File: config.mk
export PLATFORM = sky130hd
export DESIGN_NAME = carry_skip_adder
export DESIGN_NICKNAME = d
export VERILOG_FILES = /design/src/rtl/csa_pkg.sv /design/src/rtl/csa_ripple_group.sv /design/src/rtl/csa_inc_chain.sv /design/src/rtl/csa_skip_cell.sv /design/src/rtl/carry_skip_adder.sv
export SDC_FILE = /design/constraint.sdc
export NUM_CORES = 1
export LEC_CHECK = 0
export BUFFER_PORTS_ARGS = -buffer_cell sky130_fd_sc_hd__buf_2
export CAP_MARGIN = 20
export CORE_MARGIN = 2
export CORE_UTILIZATION = 33
export DETAILED_ROUTE_END_ITERATION = 7
export PLACE_DENSITY = 0.68
export SYNTH_ARGS = -nofsm -noshare
export SYNTH_HDL_FRONTEND = slang
export SYNTH_SLANG_ARGS = --single-unit
File: constraint.sdc
create_clock -name vclk -period 8.31
set_clock_uncertainty 0.15 [all_clocks]
set_input_delay 0.831 -clock vclk [all_inputs]
set_output_delay 0.831 -clock vclk [all_outputs]
set_load 0.05 [all_outputs]
File: src/rtl/csa_pkg.sv
`timescale 1ns/1ps
package csa_pkg;

    // Polarity in which a stage's carry travels along the skip chain
    typedef enum logic {
        CARRY_TRUE = 1'b0,
        CARRY_INV  = 1'b1
    } carry_pol_e;

    // Stage 0 hands on a true carry; AOI cells (odd stages) invert,
    // OAI cells (even stages) restore.
    function automatic carry_pol_e stage_pol(input int stage);
        return (stage % 2 == 1) ? CARRY_INV : CARRY_TRUE;
    endfunction

endpackage

File: src/rtl/csa_ripple_group.sv
`timescale 1ns/1ps
module csa_ripple_group #(
    parameter int W = 4
) (
    input  logic [W-1:0] x,
    input  logic [W-1:0] y,
    input  logic         c_in,
    output logic [W-1:0] s,
    output logic         c_out
);

    logic [W:0] rip;

    assign rip[0] = c_in;

    genvar i;
    generate
        for (i = 0; i < W; i++) begin : g_fa
            logic half;
            assign half       = x[i] ^ y[i];
            assign s[i]       = half ^ rip[i];
            assign rip[i + 1] = (x[i] & y[i]) | (half & rip[i]);
        end
    endgenerate

    assign c_out = rip[W];

    always_comb begin
        AST_GROUP_SUM: assert ({c_out, s} == ({1'b0, x} + {1'b0, y} + {{W{1'b0}}, c_in}));
    end

endmodule

File: src/rtl/csa_inc_chain.sv
`timescale 1ns/1ps
module csa_inc_chain #(
    parameter int W = 4
) (
    input  logic [W-1:0] d,
    input  logic         inc,
    output logic [W-1:0] q,
    output logic         all_set
);

    logic [W-1:0] hc;
    logic [W-1:0] acc;

    assign hc[0]  = inc;
    assign q[0]   = d[0] ^ hc[0];
    assign acc[0] = d[0];

    genvar i;
    generate
        for (i = 1; i < W; i++) begin : g_ha
            assign hc[i]  = d[i - 1] & hc[i - 1];
            assign q[i]   = d[i] ^ hc[i];
            assign acc[i] = acc[i - 1] & d[i];
        end
    endgenerate

    assign all_set = acc[W-1];

    always_comb begin
        AST_INC_RESULT: assert (q == d + {{(W-1){1'b0}}, inc});
    end

endmodule

File: src/rtl/csa_skip_cell.sv
`timescale 1ns/1ps
module csa_skip_cell #(
    parameter csa_pkg::carry_pol_e IN_POL = csa_pkg::CARRY_TRUE
) (
    input  logic carry_in,
    input  logic gen,
    input  logic prop,
    output logic carry_out
);

    logic t_in;
    logic t_out;

    generate
        if (IN_POL == csa_pkg::CARRY_TRUE) begin : g_aoi
            // AND-OR-invert: true carry in, complemented carry out
            assign carry_out = ~(gen | (prop & carry_in));
            assign t_in      = carry_in;
            assign t_out     = ~carry_out;
        end else begin : g_oai
            // OR-AND-invert on complemented terms: complemented in, true out
            logic ngen;
            logic nprop;
            assign ngen      = ~gen;
            assign nprop     = ~prop;
            assign carry_out = ~(ngen & (nprop | carry_in));
            assign t_in      = ~carry_in;
            assign t_out     = carry_out;
        end
    endgenerate

    always_comb begin
        if (gen) begin
            AST_SKIP_GENERATE: assert (t_out);
        end
        if (!gen && prop) begin
            AST_SKIP_PASS: assert (t_out == t_in);
        end
        if (!gen && !prop) begin
            AST_SKIP_KILL: assert (!t_out);
        end
    end

endmodule

File: src/rtl/carry_skip_adder.sv
`timescale 1ns/1ps
module carry_skip_adder #(
    parameter int WIDTH = 32,
    parameter int GROUP = 4
) (
    input  logic [WIDTH-1:0] a,
    input  logic [WIDTH-1:0] b,
    input  logic             cin,
    output logic [WIDTH-1:0] sum,
    output logic             cout
);

    localparam int STAGES = WIDTH / GROUP;

    // Stage carries, each in the polarity csa_pkg::stage_pol gives it
    logic [STAGES-1:0] chain;

    csa_ripple_group #(.W(GROUP)) u_stage0 (
        .x     (a[GROUP-1:0]),
        .y     (b[GROUP-1:0]),
        .c_in  (cin),
        .s     (sum[GROUP-1:0]),
        .c_out (chain[0])
    );

    genvar k;
    generate
        for (k = 1; k < STAGES; k++) begin : g_stage
            localparam csa_pkg::carry_pol_e PREV_POL = csa_pkg::stage_pol(k - 1);
            logic [GROUP-1:0] inter;
            logic             gen;
            logic             prop;
            logic             prev_true;

            csa_ripple_group #(.W(GROUP)) u_rca (
                .x     (a[k*GROUP +: GROUP]),
                .y     (b[k*GROUP +: GROUP]),
                .c_in  (1'b0),
                .s     (inter),
                .c_out (gen)
            );

            if (PREV_POL == csa_pkg::CARRY_INV) begin : g_fix
                assign prev_true = ~chain[k - 1];
            end else begin : g_keep
                assign prev_true = chain[k - 1];
            end

            csa_inc_chain #(.W(GROUP)) u_inc (
                .d       (inter),
                .inc     (prev_true),
                .q       (sum[k*GROUP +: GROUP]),
                .all_set (prop)
            );

            csa_skip_cell #(.IN_POL(PREV_POL)) u_skip (
                .carry_in  (chain[k - 1]),
                .gen       (gen),
                .prop      (prop),
                .carry_out (chain[k])
            );
        end

        if (csa_pkg::stage_pol(STAGES - 1) == csa_pkg::CARRY_INV) begin : g_out_fix
            assign cout = ~chain[STAGES - 1];
        end else begin : g_out_keep
            assign cout = chain[STAGES - 1];
        end
    endgenerate

    always_comb begin
        AST_TOTAL_SUM: assert ({cout, sum} == ({1'b0, a} + {1'b0, b} + {{WIDTH{1'b0}}, cin}));
        if (a == '0 && b == '0 && !cin) begin
            AST_ZERO_RESULT: assert (!cout && sum == '0);
        end
    end

endmodule

# == Word level (Yosys, flattened, before mapping) ==
# Index checks and enable logic that the tools add are counted.
# classes
n_bitwise,235
# ops
op,count
$and A1 B1 Y1,106
$xor A1 B1 Y1,85
$or A1 B1 Y1,32
$not A1 Y1,12
# totals
reg_bits,0
wordCells,235
input_bits,65

# == Logic depth before layout (Yosys ltp) ==
# Gate-level depths: netlist (run 1).
# logic_depth
word_depth,31
ltp_mapped,15
ltp_nobuf,15

# == Hierarchy ==
# From an unflattened synthesis (run 1), not the netlist that was laid out.
# unflattened
cells_unflattened,162
area_unflattened_um2,1413.9
# by_module_without_submodules
mod,seq_area_each_um2,instances,cells_per_inst,area_per_inst_um2
csa_ripple_group,0.0,8,14,117.6
csa_inc_chain,0.0,7,5,55.1
csa_skip_cell at g_stage[1].u_skip ...,0.0,4,1,8.8
csa_skip_cell at g_stage[2].u_skip ...,0.0,3,2,11.3
carry_skip_adder,0.0,1,5,18.8

# == Worst setup path before layout (run 1) ==
# Ideal clock, no wire load.
# synth_timing
path_kind,input to output
startpoint,input a[4]
endpoint,output sum[27]
cell_stages,14
t_required_ns,7.329
t_arrival_ns,4.208
setup_slack_ns,3.121
path_buffers,0
path_cell_list,ha_1 -> inv_1 -> fa_1 -> fa_1 -> fa_1 -> nand4bb_4 -> o21ai_4 -> a21oi_2 -> o31a_1 -> o21ai_2 -> ha_1 -> ha_1 -> ha_1 -> xnor2_1
# synth_via
elab_chain_cells,25
# synth_lines
item,line_no,source
start: declaration,carry_skip_adder.sv:6,"input logic [WIDTH-1:0] a,"
$and A1 B1 Y1 (2 in series),csa_ripple_group.sv:22,assign rip[i + 1] = (x[i] & y[i]) | (half & rip[i]);
$or A1 B1 Y1,csa_ripple_group.sv:22,
$and A1 B1 Y1,csa_ripple_group.sv:22,
$or A1 B1 Y1,csa_ripple_group.sv:22,
$xor A1 B1 Y1,csa_ripple_group.sv:21,assign s[i] = half ^ rip[i];
$and A1 B1 Y1,csa_inc_chain.sv:23,assign acc[i] = acc[i - 1] & d[i];
$and A1 B1 Y1,csa_skip_cell.sv:17,assign carry_out = ~(gen | (prop & carry_in));
$or A1 B1 Y1 *,csa_skip_cell.sv:17,
[6 not listed],--,
$not A1 Y1 *,csa_skip_cell.sv:17,
$or A1 B1 Y1 *,csa_skip_cell.sv:26,assign carry_out = ~(ngen & (nprop | carry_in));
$and A1 B1 Y1 *,csa_skip_cell.sv:26,
$not A1 Y1 *,csa_skip_cell.sv:26,
$and A1 B1 Y1 *,csa_skip_cell.sv:17,
$or A1 B1 Y1 *,csa_skip_cell.sv:17,
$and A1 B1 Y1 * (3 in series),csa_inc_chain.sv:21,assign hc[i] = d[i - 1] & hc[i - 1];
$xor A1 B1 Y1 *,csa_inc_chain.sv:22,assign q[i] = d[i] ^ hc[i];
end: declaration,carry_skip_adder.sv:9,"output logic [WIDTH-1:0] sum,"
# Mark *: on every way between the ends. The rest lies on a longest branch, timed or not.

# == Final worst setup path (run 1) ==
# Ends and elaborated chain as after synthesis.

==> results by stage, run 1 <==
Outcome:
- The run finished with clean final reports.

Timing:
- The time the final worst path needs with I/O delays and setup is around 5200 ps.
- For the pin with the worst max-slew slack, the measured transition is 282 ps.
- Setup repair after global routing left no endpoint under its margin.
- In the final timing run, aggregate negative setup slack is 0 ps.
- In this run the tightest slew margin relative to its limit is between 80% and 90%.
- The number of pins exceeding their max-slew limit in the final report is 0.
- After layout, the worst setup slack is ~3200 ps.
- In the finished design, the share of the clock period the worst path needs comes to around 62%.
- The count of endpoints failing hold in the final timing report came to 0.
- The final-report setup violation count is 0.
- Based on the critical path, the design can be clocked at up to roughly 190 MHz.

Yosys:
- The count of distinct cell types in the synthesized netlist is 22.
- By area the synthesized netlist is led by sky130_fd_sc_hd__fa_1, sky130_fd_sc_hd__ha_1, sky130_fd_sc_hd__inv_1.
- The share of the yosys chip area belonging to registers is 0%.
- The post-synthesis instance area is roughly 1300 µm².
- The mean instance size in the synthesized netlist is just under 10 µm².
- The largest total area in the synthesized netlist belongs to sky130_fd_sc_hd__fa_1.
- In the synthesized netlist, the number of instances is 139.
- Yosys printed 0 warnings.
- Counting every net in the synthesized netlist gives approximately 260.
- The fraction of synthesized cell area taken by the top area cell type is 37.5%.

Critical path:
- The most critical setup path has its startpoint at a[4].
- The startpoint type of the worst setup path is a primary input.
- The worst setup path is of the primary input to output port kind.
- Along the worst path, the maximum fanout reaches 3.
- Data on the critical path is required at its endpoint by between 7000 and 8000 ps.
- The critical path endpoint is sum[27].
- The worst setup path is captured at an output port.
- STA puts the critical path data arrival time at roughly 4200 ps.

Cells and area:
- From synthesis to final layout, the design area changed by 41.4%.
- The sequential cells in the finished layout cover a total of 0 µm².
- The count of cells in the finished layout, fillers not included, comes to 287.
- The area of the multi-input gates is around 1100 µm².
- The number of antenna cells inserted is 0.
- The share of post-route cells with drive strength above 1 is a little over two fifths.
- The number of fillers in the final layout is roughly 390.
- The number of flip-flops and latches is 0.
- The number of clock buffers in the layout is 0.
- The count of nets after finishing is 357.
- In the layout the commonest cells are sky130_fd_sc_hd__buf_2, sky130_fd_sc_hd__inv_1, sky130_fd_sc_hd__ha_1.
- The commonest non-fill, non-tap cell in the layout is sky130_fd_sc_hd__buf_2.

Placed design:
- The setup slack after placement is around 3100 ps.
- Counting tap cells, the placed design contains a total of ~290 instances.
- At the end of routability-driven placement, the weighted congestion stood at between 0.6 and 0.7.
- The detailed-placement wirelength estimate is 2.77 mm.
- In this run the tool buffered the top-level ports with 98 buffer cells.

Power and ir drop:
- Of the total power, the share spent switching nets is between 70% and 80%.
- The clock network fraction of total power is 0%.
- The power dissipated by switching net loads is just over 0.2 mW.
- The internal power is a little over 0.08 mW.
- The peak supply drop is ~0.000064 V.
- For this design the ratio of total power to cell area is between 150 and 200 nW/µm².
- The relative contribution of sequential cells to total power is 0%.
- The combinational cell fraction of total power is 100.0%.
- The design draws a little under 0.3 mW.
- The analysis attributes to cell leakage a power of about 1.2 nW.

Route:
- The number of antenna-violating nets in the routed design is 0.
- The remaining routing DRC violations is 0.
- The post-detailed-route wirelength per cell is just under 10 µm.
- For this block, the via count after detailed routing is between 1000 and 1500.
- The first-iteration detailed-routing DRC count is 10.
- Using the TritonRoute via totals, the vias-per-cell ratio works out to about 4.2.
- The sum of routed wire length over all layers is around 2.8 mm.
- The first-pass iteration count of the detailed router is 4.

GRT:
- The number of antenna violations at the first check in global routing is 0.
- Global routing used 11.4% of the available tracks.
- The global-route wire length before repair is 4.20 mm.
- The remaining global-route overflow is 0.
- The via count of the first global-routing pass is roughly 1100.
- Entering global routing, the biggest net connects 4 pins.

Hold path:
- The number of cells on the worst hold path is 3.
- The classification of the worst-slack hold path is primary input to output port.

Die:
- Pin placement for this block handled 98 I/O pins.
- The placement row count is 23.
- The total die area is roughly 4600 µm².
- The floorplan step set the die width to just under 70 µm.
- The floorplan core area is between 3000 and 4000 µm².
- The effective utilization at floorplan is 33.9%.
- In this run the vertical extent of the chip is around 68 µm.

Clocking:
- Post-CTS repair changed the size of 0 cells.
- After clock tree synthesis, the setup repair step added 0 buffers.
- The hold buffer count at CTS is 0.

Run:
- The max-cap violation count is 0.
-- layout make-up --
class              count  area share, %
well taps             50           3.31
multi-input cells     85           60.0
repair buffers        98           26.0
inverters             54           10.7
-- worst min-delay path by stage --
stage	startpoint	slack, ps	endpoint
CTS	b[2]	1990	sum[2]
floorplan	cin	1890	sum[0]
finish	b[2]	1990	sum[2]
global placement	b[2]	2000	sum[2]
global route	b[3]	2030	sum[3]
detailed placement	b[2]	1990	sum[2]
-- cells by family (layout without fill, tap and decap cells) --
kind of cell	count (synthesis)	after routing	synth area share [%]
AOI/OAI and AO/OA	8	8	5.44
xor gates and xnor gates	7	7	4.59
adders and majority gates	53	53	63.7
buffers and inverters	54	152	15.2
and+or+nand+nor	17	17	11.1
-- power groups by stage --
stage / logic [mW] / clock network, mW / registers (mW)
floorplan: 0.240 / 0 / 0
finish: 0.290 / 0 / 0
CTS: 0.294 / 0 / 0
global placement: 0.289 / 0 / 0
detailed placement: 0.293 / 0 / 0
global route: 0.313 / 0 / 0
-- cells in the mapped netlist --
master	number
sky130_fd_sc_hd__nand4bb_4	1
sky130_fd_sc_hd__nor4b_4	1
sky130_fd_sc_hd__and4bb_2	1
sky130_fd_sc_hd__o2111ai_1	1
sky130_fd_sc_hd__inv_1	54
sky130_fd_sc_hd__o22ai_1	1
sky130_fd_sc_hd__o21ai_2	1
sky130_fd_sc_hd__a21oi_2	1
sky130_fd_sc_hd__o21ai_4	1
sky130_fd_sc_hd__xor2_1	1
sky130_fd_sc_hd__nand4bb_1	3
sky130_fd_sc_hd__nor3_1	2
sky130_fd_sc_hd__nand2_1	4
sky130_fd_sc_hd__o31a_1	1
sky130_fd_sc_hd__ha_1	28
sky130_fd_sc_hd__fa_1	25
sky130_fd_sc_hd__nand3b_1	1
sky130_fd_sc_hd__o21ai_0	1
sky130_fd_sc_hd__nor2_1	3
sky130_fd_sc_hd__a41o_1	1
sky130_fd_sc_hd__nor2b_1	1
sky130_fd_sc_hd__xnor2_1	6
-- per-layer routing --
layer	part of all wire, %	track usage [%]	vias up
met1	38	12.9	542
met4	0	0	0
met2	53	24.0	50
met3	8.8	1.00	0
li1	-	-	620
met5	0	0	-
-- critical path: stages --
cell                        delay [ps]
sky130_fd_sc_hd__buf_2              80
sky130_fd_sc_hd__ha_1              130
sky130_fd_sc_hd__inv_1              40
sky130_fd_sc_hd__fa_1              390
sky130_fd_sc_hd__fa_1              410
sky130_fd_sc_hd__fa_1              480
sky130_fd_sc_hd__nand4bb_4         230
sky130_fd_sc_hd__o21ai_4           170
sky130_fd_sc_hd__a21oi_2            90
sky130_fd_sc_hd__o31a_1            340
sky130_fd_sc_hd__o21ai_2           120
sky130_fd_sc_hd__ha_1              150
sky130_fd_sc_hd__ha_1              160
sky130_fd_sc_hd__ha_1              170
sky130_fd_sc_hd__xnor2_1           110
sky130_fd_sc_hd__buf_2             270
-- stage by stage --
stage | utilization [%] | hold WS, ps | area, µm²
after floorplan | - | 1890 | 1340
after global placement | 47.9 | 2000 | 1890
after detailed placement | 47.9 | 1990 | 1890
after CTS | 47.9 | 1990 | 1890
after global routing | 47.9 | 2030 | 1890
final | 47.9 | 1990 | 1890
Note: power is estimated with default switching activity, not from simulation.
==> run 2, diff against run 1 <==
--- a/config.mk
+++ b/config.mk
@@ -10,7 +10,7 @@
 export CORE_MARGIN = 2
 export CORE_UTILIZATION = 33
 export DETAILED_ROUTE_END_ITERATION = 7
-export PLACE_DENSITY = 0.68
+export PLACE_DENSITY = 0.7
 export SYNTH_ARGS = -nofsm -noshare
 export SYNTH_HDL_FRONTEND = slang
 export SYNTH_SLANG_ARGS = --single-unit
==> constraint.sdc (replaced) <==
create_clock -name vclk -period 4.7
set_clock_uncertainty 0.15 [all_clocks]
set_input_delay 0.47 -clock vclk [all_inputs]
set_output_delay 0.47 -clock vclk [all_outputs]
set_load 0.05 [all_outputs]
==> run 2 against run 1 <==
Total power is 77% higher. Flip-flop and latch count stayed put. Final area stayed put. Count of clock-buffer cells in the layout stayed put. Non-clock buffer count stayed put. Wire length is 1.5% higher. Critical path depth stayed put. Largest power group unchanged.
==> results by stage, run 2 (synthesized netlist as in run 1, its figures left out) <==
Critical path:
- The delay of the slowest cell on the worst path came to 480 ps (about the same).
- The critical path depth is 16 (unchanged).
- The worst-path maximum fanout is 3 (unchanged).
- The critical path class is primary input to output port.
- The worst setup path is captured at an output port.
- The data required time at the worst endpoint is 4080 ps (-3250 ps).
- The data arrival time at the worst-slack endpoint is 3780 ps (-400 ps).
- The signal on the critical path passes through buf_2 > ha_1 > inv_1 > fa_1 > fa_1 > fa_1 > nand4bb_4 > o21ai_4 > a21oi_2 > o31a_1 > o21ai_2 > ha_1 > ha_1 > ha_1 > xnor2_1 > buf_2.
- The kind of cell with the highest combined delay on the critical path is adder cells.
- The cell that appears most often on the critical path is sky130_fd_sc_hd__ha_1.
- The buffer and inverter count on the worst path is 3 (unchanged).
- STA classifies the critical path startpoint as a primary input.
- The slowest stage of the critical path is the sky130_fd_sc_hd__fa_1 cell.

Die:
- The total die area is 4570 µm² (unchanged).
- The floorplan core area is 3940 µm² (unchanged).
- The chip width was 67.6 µm (unchanged).
- The placement row count is 23 (unchanged).
- The height of the die was 67.6 µm (unchanged).
- The number of top-level design ports is 98 (unchanged).
- The effective utilization at floorplan is 33.9% (unchanged).

Cells and area:
- The number of antenna cells inserted is 0 (unchanged).
- The filler-free cell count of the finished design came to 287 (unchanged).
- The share of post-route cells with drive strength above 1 is 43.9% (unchanged).
- The count of nets after finishing is 357 (unchanged).
- The number of clock buffers in the layout is 0 (unchanged).
- The synthesis-to-finish area growth came to 41.4% (unchanged).
- The library cell used most frequently in the layout, excluding fill and tap cells, is sky130_fd_sc_hd__buf_2.
- The library cells used most frequently in the layout, excluding fill and tap cells, are sky130_fd_sc_hd__buf_2, sky130_fd_sc_hd__inv_1, sky130_fd_sc_hd__ha_1.
- The sequential cell area is 0 µm² (unchanged).
- The number of flip-flops and latches is 0 (unchanged).

Timing:
- The time the final worst path needs with I/O delays and setup is approximately 4400 ps.
- The final worst setup slack came to 305 ps (-2850 ps).
- The count of endpoints failing hold in the final timing report was 0 (unchanged).
- The number of pins exceeding their max-slew limit in the final report is 0 (unchanged).
- The final-layout worst hold slack came to 1270 ps (-722 ps).
- Setup repair after global routing left no endpoint under its margin.
- In the finished design, the share of the clock period the worst path needs comes to between 90% and 100%.
- The final-report setup violation count is 0 (unchanged).
- The worst slew slack as a fraction of its limit came to 81.5% (+0.42 points).
- The pin slew with the least headroom to its limit is 276 ps (-6.21 ps).
- The fmax is roughly 230 MHz.
- The accumulated negative setup slack is 0 ps (unchanged).

Clocking:
- The hold buffer count at CTS came to 0 (unchanged).
- The setup fix buffers added after clock tree synthesis is 0 (unchanged).
- The post-cts resize count came to 0 (unchanged).

Route:
- The total vias in the final route is 1205 (-0.58%).
- The average vias per placed instance was 4.20 (-0.58%).
- The first-iteration detailed-routing DRC count is 10 (unchanged).
- The first-pass iteration count of the detailed router is 3 (-1).
- The sum of routed wire length over all layers is 2.83 mm (+1.5%).
- The number of antenna-violating nets in the routed design is 0 (unchanged).
- The post-detailed-route wirelength per cell is 9.87 µm (+1.5%).
- The remaining routing DRC violations came to 0 (unchanged).

Placed design:
- The global placement routability congestion is 0.714 (+2.5%).
- The placed cell count is 287 (unchanged).
- The setup slack after placement is 272 ps (-2850 ps).
- The quantity of I/O buffers inserted on ports is 98 (unchanged).
- The detailed-placement wirelength estimate is 2.83 mm (+2.0%).

GRT:
- The number of antenna violations at the first check in global routing was 0 (unchanged).
- The global-route usage over all layers is 12.2% (+0.75 points).
- The global-route wire length before repair is 4.51 mm (+7.2%).
- The via count of the first global-routing pass is 1183 (+3.9%).
- The remaining global-route overflow came to 0 (unchanged).
- The maximum number of pins on one net before global-route repair was 4 (unchanged).

Power and ir drop:
- The power per unit of standard cell area came to 272 nW/µm² (+77%).
- The static leakage is 1.15 nW (unchanged).
- The peak supply drop is 0.000108 V (+69%).

Outcome:
- The run finished with clean final reports.

Hold path:
- The classification of the worst-slack hold path is primary input to output port.
- The number of cells on the worst hold path was 3 (unchanged).

Run:
- The max-cap violation count is 0 (unchanged).
==> run 2: cell counts in the layout (fill, tap and decap cells not counted) <==
Identical to the previous run, type by type.
==> run 2: metrics by stage <==
step                instance area, µm²  utilization (%)  power, mW
floorplan                         1340                -      0.425
global placement                  1890             47.9      0.511
detailed placement                1890             47.9      0.517
CTS                               1890             47.9      0.519
global route                      1890             47.9      0.555
finish                            1890             47.9      0.513
==> run 2: path summary, 6_finish.rpt <==
check  endpoint  start  slack, ps
min      sum[1]   b[1]       1270
max     sum[27]   a[4]        300
==> run 2: area by class of cell <==
class | count | area [µm²]
fillers | 400 | 2050
inverters | 54 | 203
multi-input cells | 85 | 1130
well taps | 50 | 62.6
repair buffers | 98 | 490
==> run 2: power by group <==
| part | total, mW | switching (mW) | internal [mW] | leakage [nW] |
|---|---|---|---|---|
| Clock | 0 | 0 | 0 | 0 |
| Sequential | 0 | 0 | 0 | 0 |
| Combinational | 0.513 | 0.368 | 0.145 | 1.15 |
| Total | 0.513 | 0.368 | 0.145 | 1.15 |
==> run 2: metal layers <==
| metal | GRT usage (%) | routed length, µm |
|---|---|---|
| met1 | 13.8 | 1060 |
| met3 | 0.667 | 262 |
| met5 | 0 | 0 |
| met2 | 25.9 | 1510 |
| met4 | 0 | 0 |
==> run 2: tightest hold or removal path, cell delays in order <==
cell,delay [ps]
sky130_fd_sc_hd__buf_2,90
sky130_fd_sc_hd__fa_1,140
sky130_fd_sc_hd__buf_2,250
